--- src/rtl/ireg_pkg.sv ---
package ireg_pkg;
  localparam int          DW       = 32;
  localparam logic [7:0]  OFS_CMD  = 8'h10;
  localparam logic [7:0]  OFS_RDAT = 8'h18;
  localparam logic [7:0]  OFS_WDAT = 8'h20;
  localparam int          BIT_WR   = 8;
  localparam int          BIT_RD   = 9;

  typedef enum logic [1:0] {OP_NONE, OP_WRITE, OP_READ} op_e;

  // Write wins when both request bits are set.
  function automatic op_e decode_op(input logic wr, input logic rd);
    if (wr)      return OP_WRITE;
    else if (rd) return OP_READ;
    else         return OP_NONE;
  endfunction

  function automatic logic [63:0] pack_cmd(input logic [7:0] waddr, input logic wr,
                                           input logic rd, input logic err);
    return {53'd0, err, rd, wr, waddr};
  endfunction

  function automatic logic [63:0] pack_rdat(input logic [DW-1:0] d, input logic dbg);
    return {31'd0, dbg, d};
  endfunction

  function automatic logic timeout_hit(input int unsigned cnt, input int unsigned limit);
    return cnt == limit - 1;
  endfunction
endpackage

--- src/rtl/ireg_host_regs.sv ---
module ireg_host_regs
  import ireg_pkg::*;
#(
  parameter int ADDR_W = 3
) (
  input  logic              clk,
  input  logic              rst_n,
  input  logic              h_wr_en,
  input  logic [7:0]        h_addr,
  input  logic [63:0]       h_wdata,
  output logic [63:0]       h_rdata,
  input  logic              busy,
  input  logic              busy_wr,
  input  logic              busy_rd,
  input  logic              xfer_done,
  input  logic              xfer_abort,
  input  logic [DW-1:0]     ib_rdata,
  output op_e               start_op,
  output logic              cmd_accept,
  output logic              err_flag,
  output logic [ADDR_W-1:0] addr_q,
  output logic [DW-1:0]     wdata_q
);
  logic [DW-1:0] rdata_q;
  logic          dbg_q;
  logic [7:0]    addr_pad;
  logic          wdat_accept;
  logic [63:0]   unused_hwdata;

  assign unused_hwdata = h_wdata;
  assign cmd_accept  = h_wr_en && (h_addr == OFS_CMD) && !busy;
  assign wdat_accept = h_wr_en && (h_addr == OFS_WDAT) && !busy;
  assign start_op    = cmd_accept ? decode_op(h_wdata[BIT_WR], h_wdata[BIT_RD]) : OP_NONE;

  always_ff @(posedge clk or negedge rst_n) begin
    if (!rst_n) begin
      addr_q   <= '0;
      wdata_q  <= '0;
      rdata_q  <= '0;
      dbg_q    <= 1'b0;
      err_flag <= 1'b0;
    end else begin
      if (cmd_accept)  addr_q  <= h_wdata[ADDR_W-1:0];
      if (wdat_accept) wdata_q <= h_wdata[DW-1:0];
      if (busy_rd && xfer_done) begin
        rdata_q <= ib_rdata;
        dbg_q   <= 1'b0;
      end else if (busy_rd && xfer_abort) begin
        rdata_q <= '0;
        dbg_q   <= 1'b1;
      end
      if (xfer_abort) err_flag <= 1'b1;
    end
  end

  always_comb begin
    addr_pad = '0;
    addr_pad[ADDR_W-1:0] = addr_q;
  end

  always_comb begin
    case (h_addr)
      OFS_CMD:  h_rdata = pack_cmd(addr_pad, busy_wr, busy_rd, err_flag);
      OFS_RDAT: h_rdata = pack_rdat(rdata_q, dbg_q);
      OFS_WDAT: h_rdata = {32'd0, wdata_q};
      default:  h_rdata = '0;
    endcase
  end
endmodule

--- src/rtl/ireg_txn_ctrl.sv ---
module ireg_txn_ctrl
  import ireg_pkg::*;
#(
  parameter bit USE_TIMEOUT = 1'b1,
  parameter int TIMEOUT_CYC = 16
) (
  input  logic clk,
  input  logic rst_n,
  input  op_e  start_op,
  input  logic ib_ack,
  output logic busy_wr,
  output logic busy_rd,
  output logic ib_req,
  output logic xfer_done,
  output logic xfer_abort
);
  localparam int CW = $clog2(TIMEOUT_CYC + 1);

  logic xfer_end;

  assign ib_req    = busy_wr || busy_rd;
  assign xfer_done = ib_req && ib_ack;
  assign xfer_end  = xfer_done || xfer_abort;

  always_ff @(posedge clk or negedge rst_n) begin
    if (!rst_n) begin
      busy_wr <= 1'b0;
      busy_rd <= 1'b0;
    end else if (xfer_end) begin
      busy_wr <= 1'b0;
      busy_rd <= 1'b0;
    end else if (!ib_req) begin
      busy_wr <= (start_op == OP_WRITE);
      busy_rd <= (start_op == OP_READ);
    end
  end

  generate
    if (USE_TIMEOUT) begin : g_timeout
      logic [CW-1:0] wait_cnt;
      always_ff @(posedge clk or negedge rst_n) begin
        if (!rst_n)                wait_cnt <= '0;
        else if (!ib_req || ib_ack) wait_cnt <= '0;
        else                        wait_cnt <= wait_cnt + 1'b1;
      end
      assign xfer_abort = ib_req && !ib_ack &&
                          timeout_hit(int'(wait_cnt), TIMEOUT_CYC);
    end else begin : g_no_timeout
      assign xfer_abort = 1'b0;
    end
  endgenerate
endmodule

--- src/rtl/ireg_bridge.sv ---
module ireg_bridge
  import ireg_pkg::*;
#(
  parameter int ADDR_W      = 3,
  parameter bit USE_TIMEOUT = 1'b1,
  parameter int TIMEOUT_CYC = 16
) (
  input  logic              clk,
  input  logic              rst_n,
  input  logic              h_wr_en,
  input  logic [7:0]        h_addr,
  input  logic [63:0]       h_wdata,
  output logic [63:0]       h_rdata,
  output logic              ib_req,
  output logic              ib_we,
  output logic [ADDR_W-1:0] ib_addr,
  output logic [31:0]       ib_wdata,
  input  logic [31:0]       ib_rdata,
  input  logic              ib_ack
);
  op_e  start_op;
  logic busy_wr, busy_rd;
  logic xfer_done, xfer_abort;
  logic cmd_accept, err_flag;

  assign ib_we = busy_wr;

  ireg_host_regs #(.ADDR_W(ADDR_W)) u_regs (
    .clk        (clk),
    .rst_n      (rst_n),
    .h_wr_en    (h_wr_en),
    .h_addr     (h_addr),
    .h_wdata    (h_wdata),
    .h_rdata    (h_rdata),
    .busy       (ib_req),
    .busy_wr    (busy_wr),
    .busy_rd    (busy_rd),
    .xfer_done  (xfer_done),
    .xfer_abort (xfer_abort),
    .ib_rdata   (ib_rdata),
    .start_op   (start_op),
    .cmd_accept (cmd_accept),
    .err_flag   (err_flag),
    .addr_q     (ib_addr),
    .wdata_q    (ib_wdata)
  );

  ireg_txn_ctrl #(.USE_TIMEOUT(USE_TIMEOUT), .TIMEOUT_CYC(TIMEOUT_CYC)) u_ctrl (
    .clk        (clk),
    .rst_n      (rst_n),
    .start_op   (start_op),
    .ib_ack     (ib_ack),
    .busy_wr    (busy_wr),
    .busy_rd    (busy_rd),
    .ib_req     (ib_req),
    .xfer_done  (xfer_done),
    .xfer_abort (xfer_abort)
  );
endmodule

--- config.mk ---
export PLATFORM = sky130hd
export DESIGN_NAME = ireg_bridge
export DESIGN_NICKNAME = d
export VERILOG_FILES = /design/src/rtl/ireg_pkg.sv /design/src/rtl/ireg_host_regs.sv /design/src/rtl/ireg_txn_ctrl.sv /design/src/rtl/ireg_bridge.sv
export SDC_FILE = /design/constraint.sdc
export NUM_CORES = 1
export LEC_CHECK = 0
export ABC_AREA = 1
export BUFFER_PORTS_ARGS = -buffer_cell sky130_fd_sc_hd__buf_2
export CAP_MARGIN = 20
export CELL_PAD_IN_SITES_DETAIL_PLACEMENT = 2
export CELL_PAD_IN_SITES_GLOBAL_PLACEMENT = 2
export CORE_ASPECT_RATIO = 0.6
export CORE_MARGIN = 3
export CORE_UTILIZATION = 21
export DETAILED_ROUTE_END_ITERATION = 8
export PLACE_DENSITY = 0.84
export SLEW_MARGIN = 20
export SYNTH_ARGS = -nofsm -noshare
export SYNTH_HDL_FRONTEND = slang
export SYNTH_SLANG_ARGS = --single-unit
--- constraint.sdc ---
create_clock -name clk -period 1.6 [get_ports clk]
set_clock_uncertainty 0.1 [all_clocks]
set_input_delay 0.16 -clock clk [delete_from_list [all_inputs] [get_ports clk]]
set_output_delay 0.16 -clock clk [all_outputs]
set_load 0.02 [all_outputs]
# Word level (Yosys, flattened, before mapping)
# Cells that the tools add are included.
# W data, S select, Z words.
# totals
reg_bits,76
in_bits,108
out_inout_bits,101
# classes
addsub,1
eq_ne,7
n_mux,13
reduce_logical,15
# op_table
operator,n
$pmux W33 S3,1
$mux W32,2
$eq A8 B5 Y1 const B,2
$logic_and A1 B1 Y1,9
$eq A8 B6 Y1 const B,1
$mux W1,6
$mux W2,3
$add A5 B1 Y5 const B,1
$eq A5 B4 Y1 const B,1
$mux W5,1
$logic_or A1 B1 Y1,3
$eq A2 B1 Y1 const B,1
$eq A2 B2 Y1 const B,1
$logic_not A1 Y1,2
$ne A2 B2 Y1 const B,1
$reduce_bool A2 Y1,1

# Longest topological paths before layout
# depth
word_depth,7
depth_mapped,8
ltp_nobuf,7

# By module
# A second synthesis with hierarchy kept.
# hier_totals
hier_cells,491
area_unflattened_um2,3967.6
# by_module_without_submodules
mod,instances,cells_each,area_each_um2
ireg_host_regs,1,448,3621.0
ireg_txn_ctrl,1,43,346.6

# Worst setup path before layout
# Ideal clock, no wire load.
# synth_path
path_type,register to register
startpoint,register u_ctrl.g_timeout.wait_cnt[0]
endpoint,register u_regs.dbg_q
setup_time_ns,0.121
arrival_ns,1.345
required_ns,1.379
slack_ns,0.034
path_stages_with_launch,9
n_path_buf,1
synth_period_minus_slack_ns,1.566
cell_sequence,dfrtp_1 ha_1 nand2_1 nor2_1 ha_1 o21a_1 clkbuf_2 nor2_1 nor2_1
# synth_between
elab_chain_cells,4
# synth_lines
item,line_no,rtl
from (decl),ireg_txn_ctrl.sv:40,logic [CW-1:0] wait_cnt;
from (signal assigned),ireg_txn_ctrl.sv:44,else wait_cnt <= wait_cnt + 1'b1;
$eq A5 B4 Y1,ireg_pkg.sv:28,return cnt == limit - 1;
$logic_and A1 B1 Y1,ireg_txn_ctrl.sv:46,assign xfer_abort = ib_req && !ib_ack &&
$logic_and A1 B1 Y1,ireg_host_regs.sv:48,end else if (busy_rd && xfer_abort) begin
$reduce_bool A2 Y1 (no source line),--,
to (signal assigned),ireg_host_regs.sv:40,dbg_q <= 1'b0;
to (signal assigned),ireg_host_regs.sv:47,dbg_q <= 1'b0;
to (signal assigned),ireg_host_regs.sv:50,dbg_q <= 1'b1;
to (decl),ireg_host_regs.sv:25,logic dbg_q;
# Every way passes these cells.
# A chain may end at the register's enable or synchronous reset.

# Final worst setup path
# layout_path
startpoint,register u_ctrl.g_timeout.wait_cnt[1]
endpoint,register u_regs.dbg_q
# The elaborated chain is that of the path after synthesis.

==> impl_metrics.yaml <==
run_status:
  outcome: "finished, violations left"
  violations: "negative setup slack"
power_and_ir_drop:
  power_frac_comb_pct: 12.7
  switching_share_pct: 26.6
  vdd_ir_drop_max_v: 0.000464
  p_leak_nw: 3.31
  p_int_mw: 3.50
  power_switching_mw: 1.27
  p_total_mw: 4.77
  pwr-share-seq_pct: 42.4
  powerDensity_nw_per_um2: 768
  p_clk_share_pct: 44.9
hold_path:
  min_path_type: "in -> reg"
clock_tree:
  cts_sinks: 76
  cts_buffer_depth: 2
  cts_tree: "done"
  insertion_delay_ns: 0.34
  numCtsBuffers: 9
  clk_pin_slew_ns: 0.07
  cts-root-buf: "clkbuf_16"
  htree_num_levels: 3
synth:
  ys_warn_count: 0
  synth-async-reset-ratio_pct: 100
  yosysSeqAreaShare_pct: 50.1
  synth.distinct_cells: 25
  synth_top_area_cell: "dfrtp_1"
  synth_seq_cells: 76
  synth.area.top_cells: "dfrtp_1, nand2_1, buf_4, nand3_1, o21ai_0"
  synth_top_area_share_pct: 50.1
  avgSynthCellArea_um2: 8.17
  synth_edf_count: 0
  synth-main-ff-cell: "dfrtp_1"
  syn-cell-area_um2: 3800
  postSynthCellCount: 465
setup_path:
  required_ns: 1.73
  critical_path_class: "reg -> reg"
  startpoint_type: "register"
  cp_max_fo: 6
  arrival_ns: 1.82
  end_kind: "register"
sta:
  min_period_ns: 1.69
  hold_viol: 0
  timing.fmax_ghz: 0.592
  tns_ns: -1.85
  fin_crit_sh_pct: 106
  setup_viol: 34
  slew_viol_final: 0
  rsz0062_at_grt: "true"
  whs_ns: 0.0137
  layout_setup_ws_ns: -0.0899
global_route:
  grt_overflow_total: 0
  grt_pass1_wl_um: 25200
  grt_usage_pct: 16.4
  grt_pass1_vias: 4391
  grt_max_degree: 34
  antenna_found_initial: 0
routing:
  drt-pass1-iter-count: 4
  drt_iter0_drc: 179
  via_per_inst: 4.25
  num_vias: 3994
  routedWlPerCell_um: 19.1
  drc: 0
  ant_nets: 0
  wl_um: 17900
placement:
  dpl.cell_count: 840
  port_buffers: 145
  dp_hpwl_um: 10700
  place_congestion: 0.753
final_layout:
  final_common_cell: "nand2_1"
  drive_gt1_share_pct: 34.8
  finalNetCount: 810
  n_antenna_cell: 0
  final_cells: 939
  most-common-layout-cells: "nand2_1, buf_2, dfrtp_1"
  fin_util_pct: 35.7
  area_delta_synth_final_pct: 63.4
die:
  die_y_um: 110
  start_util_pct: 21.8
  core-area_um2: 17400
  io_pins: 209
  rows: 37
  die_x_um: 180
  die-area_um2: 19800
flow_run:
  drv_cap: 0
stage by stage:
step / worst slack (ns) / instance area (um2)
6_report: -0.0899 / 6210
5_1_grt: -0.124 / 6210
4_1_cts: -0.0445 / 5860
3_5_place_dp: -0.102 / 4770
3_3_place_gp: -0.0483 / 4770
2_1_floorplan: 0.0341 / 3910
cell families (layout without fill, tap and decap cells):
kind of cell	after synthesis	in the layout	synth area share, %
AND/OR/NAND/NOR	224	224	25.2
other	1	31	0.0987
adder cells (fa/ha/maj)	2	2	0.659
flip-flops	76	76	50.1
buffers and inverters	100	310	15.6
AO/OA/AOI/OAI	62	62	8.30
cell usage after synthesis, types with 2 or more instances:
cell type  count
nand2_1      148
dfrtp_1       76
nand3_1       49
inv_1         44
o21ai_0       37
buf_4         34
o21ai_1       22
nor2_1        16
buf_6         11
buf_2          6
nand4_1        4
clkbuf_1       2
ha_1           2
inv_2          2
nor2_4         2
final cells by class:
class                           count  area, um2
Inverter                           46        173
Sequential cell                    76       1900
Tap cell                          234        293
Clock inverter                      5       60.1
Clock buffer                       11        243
Multi-Input combinational cell    319       1560
Timing Repair Buffer              248       1980
Fill cell                        1991      11200
registers in the layout, summed over array words and instances, names as in the netlist:
| register | flops |
|---|---|
| u_ctrl.busy_rd | 1 |
| u_ctrl.busy_wr | 1 |
| u_ctrl.g_timeout.wait_cnt | 5 |
| u_regs.addr_q | 3 |
| u_regs.dbg_q | 1 |
| u_regs.err_flag | 1 |
| u_regs.rdata_q | 32 |
| u_regs.wdata_q | 32 |
per-layer routing:
layer / vias to the layer above / track usage [%] / part of all wire [%]
met3: 18 / 3.54 / 3.0
met1: 1999 / 21.7 / 46
met5: - / 0 / 0
met2: 105 / 27.9 / 50
met4: 0 / 3.70 / 0.91
li1: 1872 / - / -
power groups by stage:
stage               clock network (mW)  logic (mW)  registers, mW
floorplan                            0       0.206           2.10
global placement                     0       0.426           2.05
detailed placement                   0       0.438           2.05
CTS                               2.19       0.569           2.02
global route                      2.27       0.658           2.03
finish                            2.14       0.606           2.02
path summary, 6_finish.rpt:
path | from | to | slack [ns] | cells past startpoint
setup reg to reg | u_ctrl.g_timeout.wait_cnt[1] | u_regs.dbg_q | -0.09 | 8
max in group asynchronous | rst_n | u_ctrl.busy_rd | 0.79 | 3
hold reg to reg | u_regs.err_flag | u_regs.err_flag | 0.39 | 1
min in group asynchronous | rst_n | u_regs.wdata_q[27] | 0.13 | 2
setup / recovery | u_ctrl.g_timeout.wait_cnt[1] | u_regs.dbg_q | -0.09 | 8
hold / removal | h_wdata[19] | u_regs.wdata_q[19] | 0.01 | 3
critical path, stage by stage, from the launching register on:
cell	delay, ns
dfrtp_1	0.40
ha_2	0.20
nand2_2	0.08
nor2_2	0.04
ha_2	0.19
o21a_4	0.28
buf_12	0.18
nor2_4	0.07
nor2_1	0.04
timing repair:
action                                  4_1_cts  5_1_grt
pin swaps                                     2        6
resized for setup                            49       35
endpoints found under the setup margin       34       59
cloned                                        2        6
endpoints found under the hold margin       143        0
buffers inserted                              1       10
hold buffers                                 64        0
Power figures use the tool's default switching activity.
